`src/rtl/cal_pkg.sv`:
```
package cal_pkg;

  typedef enum logic [2:0] {
    A_SEC  = 3'd0,
    A_MIN  = 3'd1,
    A_HOUR = 3'd2,
    A_DOW  = 3'd3,
    A_DATE = 3'd4,
    A_MON  = 3'd5,
    A_YEAR = 3'd6,
    A_NONE = 3'd7
  } cal_addr_e;

  // packed BCD increment of a two-digit value
  function automatic logic [7:0] bcd_inc(input logic [7:0] v);
    if (v[3:0] == 4'd9) return {v[7:4] + 4'd1, 4'd0};
    else                return {v[7:4], v[3:0] + 4'd1};
  endfunction

  // (10*t + o) mod 4 == (2*t + o) mod 4
  function automatic logic leap_year(input logic [7:0] y);
    logic [4:0] s;
    s = {y[7:4], 1'b0} + {1'b0, y[3:0]};
    return (s[1:0] == 2'b00);
  endfunction

  function automatic logic [5:0] month_last(input logic [4:0] m, input logic leap);
    case (m)
      5'h02:                      return leap ? 6'h29 : 6'h28;
      5'h04, 5'h06, 5'h09, 5'h11: return 6'h30;
      default:                    return 6'h31;
    endcase
  endfunction

endpackage

```
`src/rtl/cal_divider.sv`:
```
module cal_divider #(
  parameter int DIV_W = 15
) (
  input  logic clk,
  input  logic rst_n,
  input  logic tick_en,
  input  logic restart,
  output logic sec_adv,
  output logic sq
);
  localparam logic [DIV_W-1:0] LAST = '1;

  logic [DIV_W-1:0] cnt;

  always_ff @(posedge clk) begin
    if (!rst_n)       cnt <= '0;
    else if (restart) cnt <= '0;
    else if (tick_en) cnt <= cnt + 1'b1;
  end

  assign sec_adv = tick_en && !restart && (cnt == LAST);
  assign sq      = cnt[DIV_W-1];


  restart_clear_chk: assert property (@(posedge clk) disable iff (!rst_n)
    restart |=> (cnt == '0) && !sq);


  adv_phase_chk: assert property (@(posedge clk) disable iff (!rst_n)
    sec_adv |=> !sq);

endmodule

```
`src/rtl/cal_time.sv`:
```
module cal_time
  import cal_pkg::*;
(
  input  logic      clk,
  input  logic      rst_n,
  input  logic      adv,
  input  logic      wr_en,
  input  cal_addr_e wr_addr,
  input  logic [7:0] wr_data,
  output logic [7:0] sec,
  output logic [7:0] min,
  output logic [7:0] hour,
  output logic      day_carry
);
  logic       sec_wr, min_wr, hour_wr;
  logic       sec_wrap, min_wrap, min_step, hour_step, hour_wrap;
  logic [7:0] sec_nx, min_nx, hour_nx, hinc, h12inc;

  assign sec_wr  = wr_en && (wr_addr == A_SEC);
  assign min_wr  = wr_en && (wr_addr == A_MIN);
  assign hour_wr = wr_en && (wr_addr == A_HOUR);

  always_comb begin
    sec_wrap  = (sec == 8'h59);
    sec_nx    = sec_wrap ? 8'h00 : bcd_inc(sec);
    min_step  = adv && sec_wrap;
    min_wrap  = (min == 8'h59);
    min_nx    = min_wrap ? 8'h00 : bcd_inc(min);
    hour_step = min_step && min_wrap;
    hinc      = bcd_inc({2'b00, hour[5:0]});
    h12inc    = bcd_inc({3'b000, hour[4:0]});
    hour_wrap = 1'b0;
    if (hour[6]) begin
      if (hour[4:0] == 5'h12) begin
        hour_nx = {2'b01, hour[5], 5'h01};
      end else if (hour[4:0] == 5'h11) begin
        hour_nx   = {2'b01, ~hour[5], 5'h12};
        hour_wrap = hour[5];
      end else begin
        hour_nx = {2'b01, hour[5], h12inc[4:0]};
      end
    end else if (hour[5:0] == 6'h23) begin
      hour_nx   = 8'h00;
      hour_wrap = 1'b1;
    end else begin
      hour_nx = {2'b00, hinc[5:0]};
    end
    day_carry = hour_step && hour_wrap;
  end

  always_ff @(posedge clk) begin
    if (!rst_n) begin
      sec  <= 8'h00;
      min  <= 8'h00;
      hour <= 8'h00;
    end else begin
      if (sec_wr)         sec  <= wr_data & 8'h7F;
      else if (adv)       sec  <= sec_nx;
      if (min_wr)         min  <= wr_data & 8'h7F;
      else if (min_step)  min  <= min_nx;
      if (hour_wr)        hour <= wr_data & 8'h7F;
      else if (hour_step) hour <= hour_nx;
    end
  end


  sec_wrap_chk: assert property (@(posedge clk) disable iff (!rst_n)
    (adv && sec == 8'h59 && !sec_wr) |=> (sec == 8'h00));


  h24_midnight_chk: assert property (@(posedge clk) disable iff (!rst_n)
    (day_carry && !hour[6] && !hour_wr) |=> (hour == 8'h00));


  h12_midnight_chk: assert property (@(posedge clk) disable iff (!rst_n)
    (day_carry && hour[6] && !hour_wr) |=> (hour == 8'h52));


  pm_flip_chk: assert property (@(posedge clk) disable iff (!rst_n)
    (hour_step && hour[6] && hour[4:0] == 5'h11 && !hour_wr)
      |=> (hour[5] != $past(hour[5])));

endmodule

```
`src/rtl/cal_date.sv`:
```
module cal_date
  import cal_pkg::*;
(
  input  logic       clk,
  input  logic       rst_n,
  input  logic       day_carry,
  input  logic       wr_en,
  input  cal_addr_e  wr_addr,
  input  logic [7:0] wr_data,
  output logic [7:0] dow,
  output logic [7:0] date,
  output logic [7:0] month,
  output logic [7:0] year
);
  logic [2:0] dow_q;
  logic       dow_wr, date_wr, mon_wr, year_wr;
  logic       date_wrap, mon_step, mon_wrap, year_step, year_wrap;
  logic [5:0] last;
  logic [7:0] date_inc, mon_inc, month_nx, year_nx;

  assign dow_wr  = wr_en && (wr_addr == A_DOW);
  assign date_wr = wr_en && (wr_addr == A_DATE);
  assign mon_wr  = wr_en && (wr_addr == A_MON);
  assign year_wr = wr_en && (wr_addr == A_YEAR);

  always_comb begin
    last      = month_last(month[4:0], leap_year(year));
    date_wrap = (date[5:0] == last);
    date_inc  = bcd_inc(date);
    mon_step  = day_carry && date_wrap;
    mon_wrap  = (month[4:0] == 5'h12);
    mon_inc   = bcd_inc({3'b000, month[4:0]});
    year_step = mon_step && mon_wrap;
    year_wrap = (year == 8'h99);
    year_nx   = year_wrap ? 8'h00 : bcd_inc(year);
    month_nx  = {month[7] ^ (year_step && year_wrap), 2'b00,
                 mon_wrap ? 5'h01 : mon_inc[4:0]};
  end

  always_ff @(posedge clk) begin
    if (!rst_n) begin
      dow_q <= 3'd1;
      date  <= 8'h01;
      month <= 8'h01;
      year  <= 8'h00;
    end else begin
      if (dow_wr)         dow_q <= wr_data[2:0];
      else if (day_carry) dow_q <= (dow_q == 3'd7) ? 3'd1 : dow_q + 3'd1;
      if (date_wr)        date  <= wr_data & 8'h3F;
      else if (day_carry) date  <= date_wrap ? 8'h01 : date_inc;
      if (mon_wr)         month <= wr_data & 8'h9F;
      else if (mon_step)  month <= month_nx;
      if (year_wr)        year  <= wr_data;
      else if (year_step) year  <= year_nx;
    end
  end

  assign dow = {5'b00000, dow_q};


  dow_wrap_chk: assert property (@(posedge clk) disable iff (!rst_n)
    (day_carry && dow_q == 3'd7 && !dow_wr) |=> (dow_q == 3'd1));


  date_wrap_chk: assert property (@(posedge clk) disable iff (!rst_n)
    (mon_step && !date_wr) |=> (date == 8'h01));


  century_chk: assert property (@(posedge clk) disable iff (!rst_n)
    (year_step && year == 8'h99 && !mon_wr) |=> (month[7] != $past(month[7])));

endmodule

```
`src/rtl/bcd_calendar.sv`:
```
module bcd_calendar
  import cal_pkg::*;
#(
  parameter int DIV_W = 15
) (
  input  logic       clk,
  input  logic       rst_n,
  input  logic       tick_en,
  input  logic       wr_valid,
  output logic       wr_ready,
  input  logic [2:0] wr_addr,
  input  logic [7:0] wr_data,
  output logic [7:0] sec,
  output logic [7:0] min,
  output logic [7:0] hour,
  output logic [7:0] dow,
  output logic [7:0] date,
  output logic [7:0] month,
  output logic [7:0] year,
  output logic       sq_1hz,
  output logic       second_tick
);
  cal_addr_e addr_e;
  logic      wr_en, restart, sec_adv, day_carry;

  assign wr_ready = 1'b1;
  assign wr_en    = wr_valid && wr_ready;
  assign addr_e   = cal_addr_e'(wr_addr);
  assign restart  = wr_en && (addr_e == A_SEC);

  cal_divider #(.DIV_W(DIV_W)) u_div (
    .clk(clk), .rst_n(rst_n), .tick_en(tick_en), .restart(restart),
    .sec_adv(sec_adv), .sq(sq_1hz)
  );

  cal_time u_time (
    .clk(clk), .rst_n(rst_n), .adv(sec_adv), .wr_en(wr_en), .wr_addr(addr_e),
    .wr_data(wr_data), .sec(sec), .min(min), .hour(hour), .day_carry(day_carry)
  );

  cal_date u_date (
    .clk(clk), .rst_n(rst_n), .day_carry(day_carry), .wr_en(wr_en),
    .wr_addr(addr_e), .wr_data(wr_data), .dow(dow), .date(date),
    .month(month), .year(year)
  );

  always_ff @(posedge clk) begin
    if (!rst_n) second_tick <= 1'b0;
    else        second_tick <= sec_adv;
  end


  tick_single_chk: assert property (@(posedge clk) disable iff (!rst_n)
    second_tick |=> !second_tick);

endmodule

```
`config.mk`:
```
export PLATFORM = sky130hd
export DESIGN_NAME = bcd_calendar
export DESIGN_NICKNAME = d
export VERILOG_FILES = /design/src/rtl/cal_pkg.sv /design/src/rtl/cal_divider.sv /design/src/rtl/cal_time.sv /design/src/rtl/cal_date.sv /design/src/rtl/bcd_calendar.sv
export SDC_FILE = /design/constraint.sdc
export NUM_CORES = 1
export LEC_CHECK = 0
export ABC_AREA = 1
export BUFFER_PORTS_ARGS = -buffer_cell sky130_fd_sc_hd__clkbuf_2
export CAP_MARGIN = 5
export CORE_MARGIN = 2
export CORE_UTILIZATION = 35
export CTS_CLUSTER_DIAMETER = 30
export DETAILED_ROUTE_END_ITERATION = 10
export HOLD_SLACK_MARGIN = 0.05
export SYNTH_ARGS = -nofsm -noshare
export SYNTH_HDL_FRONTEND = slang
export SYNTH_SLANG_ARGS = --single-unit
export TNS_END_PERCENT = 5
```
`constraint.sdc`:
```
create_clock -name clk -period 2.39 [get_ports clk]
set_input_delay 0.3585 -clock clk [delete_from_list [all_inputs] [get_ports clk]]
set_output_delay 0.3585 -clock clk [all_outputs]
set_load 0.01 [all_outputs]
```
== Yosys cells after proc, flatten, opt, wreduce, memory -nomap -nowiden ==
Index checks and enable logic that the tools add are counted.

* Register bits: 65
* Output and inout port bits: 59

* Bitwise gates (word level): 3
* Eq/ne operators: 30
* $add $sub $neg: 16
* Reduce and logical (&&, ||, !) cells: 49
* Mux-type cells: 37

{| class="wikitable"
|+ Operators by type and width
! kind !! number
|-
| $mux W8 || 14
|-
| $mux W7 || 6
|-
| $add A4 B1 Y4 const B || 10
|-
| $mux W6 || 5
|-
| $eq A4 B4 Y1 const B || 6
|-
| $eq A5 B5 Y1 const B || 4
|-
| $reduce_bool A2 Y1 || 10
|-
| $eq A8 B7 Y1 const B || 2
|-
| $reduce_and A2 Y1 || 8
|-
| $add A15 B1 Y15 const B || 1
|-
| $eq A15 B15 Y1 const B || 1
|-
| $logic_and A1 B1 Y1 || 15
|-
| $mux W5 || 3
|-
| $reduce_bool A3 Y1 || 5
|-
| $eq A3 B3 Y1 const B || 4
|-
| $pmux W6 S2 || 1
|-
| $eq A5 B3 Y1 const B || 2
|-
| $mux W3 || 3
|-
| $eq A8 B8 Y1 const B || 1
|-
| $reduce_or A2 Y1 || 4
|-
| $eq A3 B2 Y1 const B || 2
|-
| $eq A6 B6 Y1 || 1
|-
| $eq A6 B6 Y1 const B || 1
|-
| $ne A3 B3 Y1 const B || 2
|-
| other kinds (18) || 24
|}

== Depth between registers and ports, before layout ==
* Word-level depth: 14
* Gate-level depth with buffers: 14

== By module ==
From an unflattened synthesis, not the netlist that was laid out.

* Cell total of the unflattened synthesis: 647
* Area, all modules: 4299.1 µm²

{| class="wikitable"
|+ Modules (own cells, without submodules)
! module !! cells each !! area an instance (µm²) !! instances
|-
| cal_date || 274 || 1828.0 || 1
|-
| cal_time || 246 || 1619.1 || 1
|-
| cal_divider || 116 || 790.8 || 1
|-
| bcd_calendar || 11 || 61.3 || 1
|}

== Worst setup path after synthesis ==
No wires, ideal clock.

* Kind: register -> register
* From: reg u_time.min[0]
* To: reg u_date.year[7]
* Stages on the path, launching flop included: 13
* Slack: 0.474 ns
* Data required time: 2.259 ns
* Arrival time: 1.785 ns
* Cell sequence: dfxtp_1 > ha_1 > nand2_1 > nor2_2 > inv_1 > nor2_1 > nand3_4 > nor2_4 > nand2_4 > nand2_8 > nand2_4 > nand2_1 > a21oi_2

* Word-level cells in the longest chain between the ends: 7

{| class="wikitable"
|+ RTL lines
! what !! line !! RTL
|-
| start, declared || cal_time.sv:11 || <nowiki>output logic [7:0] min,</nowiki>
|-
| start signal, assigned || cal_time.sv:59 || <nowiki>if (min_wr) min <= wr_data & 8'h7F;</nowiki>
|-
| start signal, assigned || cal_time.sv:60 || <nowiki>else if (min_step) min <= min_nx;</nowiki>
|-
| $eq A8 B7 Y1 || cal_time.sv:27 || <nowiki>min_wrap = (min == 8'h59);</nowiki>
|-
| $logic_and A1 B1 Y1 || cal_time.sv:29 || <nowiki>hour_step = min_step && min_wrap;</nowiki>
|-
| $logic_and A1 B1 Y1 || cal_time.sv:48 || <nowiki>day_carry = hour_step && hour_wrap;</nowiki>
|-
| $logic_and A1 B1 Y1 || cal_date.sv:30 || <nowiki>mon_step = day_carry && date_wrap;</nowiki>
|-
| $logic_and A1 B1 Y1 || cal_date.sv:33 || <nowiki>year_step = mon_step && mon_wrap;</nowiki>
|-
| $reduce_bool A2 Y1 (no source line) || - ||
|-
| $reduce_and A2 Y1 (no source line) || - ||
|-
| end signal, assigned || cal_date.sv:53 || <nowiki>if (year_wr) year <= wr_data;</nowiki>
|-
| end signal, assigned || cal_date.sv:54 || <nowiki>else if (year_step) year <= year_nx;</nowiki>
|-
| end, declared || cal_date.sv:13 || <nowiki>output logic [7:0] year</nowiki>
|}

Every way passes these cells.
A chain may end at the register's enable or synchronous reset.

== Worst setup path in the final report ==
* From: reg u_div.cnt[1]
* To: reg u_time.min[6]

* Word-level cells in the longest chain between the ends: 5

{| class="wikitable"
|+ RTL lines
! what !! line !! RTL
|-
| start, declared || cal_divider.sv:13 || <nowiki>logic [DIV_W-1:0] cnt;</nowiki>
|-
| start signal, assigned || cal_divider.sv:18 || <nowiki>else if (tick_en) cnt <= cnt + 1'b1;</nowiki>
|-
| $eq A15 B15 Y1 || cal_divider.sv:21 || <nowiki>assign sec_adv = tick_en && !restart && (cnt == LAST);</nowiki>
|-
| $logic_and A1 B1 Y1 || cal_divider.sv:21 ||
|-
| $logic_and A1 B1 Y1 || cal_time.sv:26 || <nowiki>min_step = adv && sec_wrap;</nowiki>
|-
| $reduce_bool A2 Y1 (no source line) || - ||
|-
| $reduce_and A2 Y1 (no source line) || - ||
|}

Every way passes these cells.

==> metrics.log <==
[metrics] result of the run: complete, no violations
[metrics] placed wire-length estimate after detailed placement: between 8000 and 9000 µm
[metrics] average instance area after synthesis: 6.84 µm²
[metrics] kind of end point of the critical path: flip-flop
[metrics] worst setup slack for register-to-register paths: 260 ps
[metrics] time the worst path needs with I/O delays and setup: roughly 2100 ps
[metrics] arrival time at the worst endpoint: ~2400 ps
[metrics] Hold Path Class: in2reg
[metrics] final setup violation count: 0
[metrics] Hold Vio Cnt, Final: 0
[metrics] wire length of the first global-routing pass: roughly 19,000 µm
[metrics] net count reported at finish: just over 700
[metrics] clock network power share: between 50% and 60%
[metrics] highest-delay cell along the critical path: dfxtp_1
[metrics] Worst Min Path Start: wr_data[7]
[metrics] leakage component of the power: roughly 2.1 nW
[metrics] Detailed Route Iter0 Violations: ~320
[metrics] fraction of the yosys area taken by sequential cells: a little under a third
[metrics] most used flip-flop cell after synthesis: dfxtp_1
[metrics] clock slew at the register clock pins of the worst setup and hold paths: 60 ps
[metrics] Max Buffers Root-to-Sink: 2
[metrics] synthesized instance count: just over 600
[metrics] cts-stage hold buffer count: 0
[metrics] average wire per cell in the routed design: roughly 14 µm
[metrics] switching fraction of total power: between 20% and 30%
[metrics] combined global-route utilization of all metal layers: 18.5%
[metrics] number of buffers created by CTS: 9
[metrics] DIE WIDTH: ~110 µm
[metrics] largest stage delay on the critical path: around 380 ps
[metrics] required time worst endpoint: 2610 ps
[metrics] max-slew violation total from the final report: 0
[metrics] Post-synth ARST share: 0%
[metrics] DRC violations left: 0
[metrics] Peak supply drop: roughly 460 µV
[metrics] number of clock sinks seen by CTS: 64
[metrics] clock tree from TritonCTS: yes
[metrics] max frequency: ~0.47 GHz
[metrics] Cell variety after synth: 45
[metrics] post-route antenna net violation count: 0
[metrics] fraction of power consumed by combinational cells: approximately 7.3%
[metrics] ratio of final minimum period to clock period: between 80 and 90%
[metrics] maximum number of pins on one net before global-route repair: 31
[metrics] number of storage elements in the synthesis netlist: 64
[metrics] area delta synth->final: 19.5%
[metrics] aggregate routed wire length: 11,300 µm
[metrics] number of detailed-routing iterations run before antenna repair: 4
[metrics] Cell Int Power: approximately 2.1 mW
[metrics] Crit Reg-Reg Startpoint: u_div.cnt[1]
[metrics] cell seen most often among critical-path stages: nand2_1
[metrics] cell area after synthesis: a little over 4000 µm²
[metrics] area enclosed by the die boundary: about 13,000 µm²
[metrics] die outline height: 113 µm
[metrics] power per unit of standard cell area: 554 nW/µm²
[metrics] cells on worst reg2reg path: 10
[metrics] IO buf count: 64
[metrics] fraction of layout cells with a size suffix above 1: 18.7%
[metrics] switching power: 0.629 mW
[metrics] Top delay family on crit path: simple AND/OR/NAND/NOR gates
[metrics] CP cell instances: ha_1 > nand3_1 > nor2_4 > nand4_1 > nor2_2 > nand2_1 > nand2_2 > nand2_1 > o21ai_0 > a21oi_1
[metrics] Ys Warns: 0
[metrics] share of power burned in registers: around two fifths
[metrics] effective utilization at floorplan: about 36%
[metrics] Setup TNS: 0 ps
[metrics] vias after detailed routing: approximately 4,200
[metrics] routability congestion estimate: 0.911
[metrics] number of antenna violations at the first check in global routing: 0
[metrics] end point of the most critical hold path: u_date.month[7]
[metrics] number of stages on the worst hold path: 3
[metrics] core area: between 10,000 and 15,000 µm²
[metrics] critical path class: reg2reg
[metrics] Worst R2R End: u_time.min[6]
[metrics] global route overflow: 0
[metrics] most common cell after layout, fill and taps aside: nand2_1
[metrics] Clk Tree Root Cell: clkbuf_16
[metrics] worst hold slack: 300 ps
[metrics] maximum capacitance violations: 0
[metrics] Via-to-Cell Ratio: slightly above 5
[metrics] number of H-tree levels: 3
[metrics] unrepaired setup endpoints after global routing: no
[metrics] placement row count: 39
[metrics] worst clock skew: around 11 ps
[metrics] number of global-route vias before repair: 3,895
[metrics] startpoint types: flip-flop
[metrics] CP Buf/Inv Count: 0
[metrics] Worst-Skew Late Latency: approximately 340 ps
[metrics] critical path peak fanout: 6
[metrics] antenna fix cells: 0
[metrics] ports placed on the boundary: 74
[metrics] number of flops mapped to enable cells by yosys: 0
[metrics] most used cells in the layout excluding fill and tap cells: 110 x nand2_1, 88 x inv_1, 64 x clkbuf_2, 64 x dfxtp_1, 54 x nor2_1
per-stage QoR:
stage / power, mW / util (%) / cell area, µm² / std cells / setup slack (ps)
after floorplan: 1.26 / - / 4160 / 611 / 474
after global placement: 1.32 / 40.2 / 4610 / 808 / 231
after detailed placement: 1.33 / 40.2 / 4610 / 808 / 158
after CTS: 2.77 / 43.0 / 4930 / 823 / 157
after global routing: 2.84 / 43.1 / 4940 / 823 / 43.2
final: 2.74 / 43.1 / 4940 / 823 / 258
state kept, by name, indices dropped and copies added (netlist names):
name and flops:
second_tick 1, u_date.date 8, u_date.dow_q 3, u_date.month 6, u_date.year 8, u_div.cnt 15
u_time.hour 7, u_time.min 8, u_time.sec 8
power by group through the flow:
stage,clock network [mW],registers [mW],logic [mW]
after CTS,1.47,1.10,0.199
after global routing,1.51,1.11,0.223
after detailed placement,0,1.13,0.198
after global placement,0,1.13,0.197
final,1.43,1.10,0.200
after floorplan,0,1.13,0.131
synth_stat cells (all sizes together) (2+ instances only):
cell type / n / area, µm²
clkbuf: 6 / 22.5
nor3b: 2 / 15.0
buf: 10 / 72.6
o211ai: 2 / 15.0
conb: 2 / 7.51
nand3: 46 / 275
ha: 17 / 213
a31oi: 8 / 50.1
nor2: 69 / 322
inv: 92 / 345
nand3b: 2 / 27.5
or2: 2 / 12.5
o31ai: 2 / 15.0
nand2: 117 / 480
a21oi: 45 / 244
nor3: 27 / 145
xor2: 13 / 114
nand4: 8 / 50.1
a211oi: 5 / 37.5
dfxtp: 64 / 1280
xnor2: 4 / 35.0
a21boi: 2 / 15.0
a22oi: 2 / 15.0
o21ai: 38 / 194
o32ai: 2 / 17.5
o22ai: 13 / 81.3
layout make-up:
cell class | instances | area, µm²
fill | 1189 | 6530
sequential | 64 | 1280
timing repair buffer | 70 | 365
inverter | 93 | 349
multi-input combinational | 438 | 2440
clock inverter | 3 | 65.1
clock buffer | 12 | 256
tap | 143 | 179
worst max-delay path by stage:
stage | end | cells after the start | slack, ps | start
final | u_time.min[6] | 10 | 260 | u_div.cnt[1]
after global routing | u_time.min[6] | 10 | 40 | u_div.cnt[1]
after CTS | u_time.min[6] | 10 | 160 | u_div.cnt[1]
after detailed placement | u_time.min[6] | 10 | 160 | u_div.cnt[1]
after global placement | u_time.min[4] | 12 | 230 | wr_addr[2]
after floorplan | u_date.year[7] | 12 | 470 | u_time.min[0]
worst reg2reg max path: stages (launching register included):
cell	delay, ps
dfxtp_1	380
ha_1	190
nand3_1	150
nor2_4	190
nand4_1	220
nor2_2	200
nand2_1	140
nand2_2	130
nand2_1	150
o21ai_0	210
a21oi_1	60
routing by layer:
| layer | GRT usage, % | wire length [µm] |
|---|---|---|
| met5 | 0 | 0 |
| met4 | 7.24 | 184 |
| met3 | 4.97 | 783 |
| met2 | 29.6 | 5140 |
| met1 | 23.6 | 5210 |
logic make-up after synthesis:
| family | count (synthesis) | share of synthesized area, % |
|---|---|---|
| AO/OA/AOI/OAI | 121 | 17.0 |
| AND/OR/NAND/NOR | 274 | 32.3 |
| adder cells (fa/ha/maj) | 17 | 5.15 |
| other | 2 | 0.182 |
| flip-flops | 64 | 31.0 |
| XOR/XNOR | 17 | 3.60 |
| buffers and inverters | 109 | 10.8 |
what timing repair did:
item                                    CTS  global route
resized for setup                         0             3
endpoints found under the setup margin    0             6
buffers inserted                          0             0
endpoints found under the hold margin     0             0
Power figures use the tool's default switching activity.
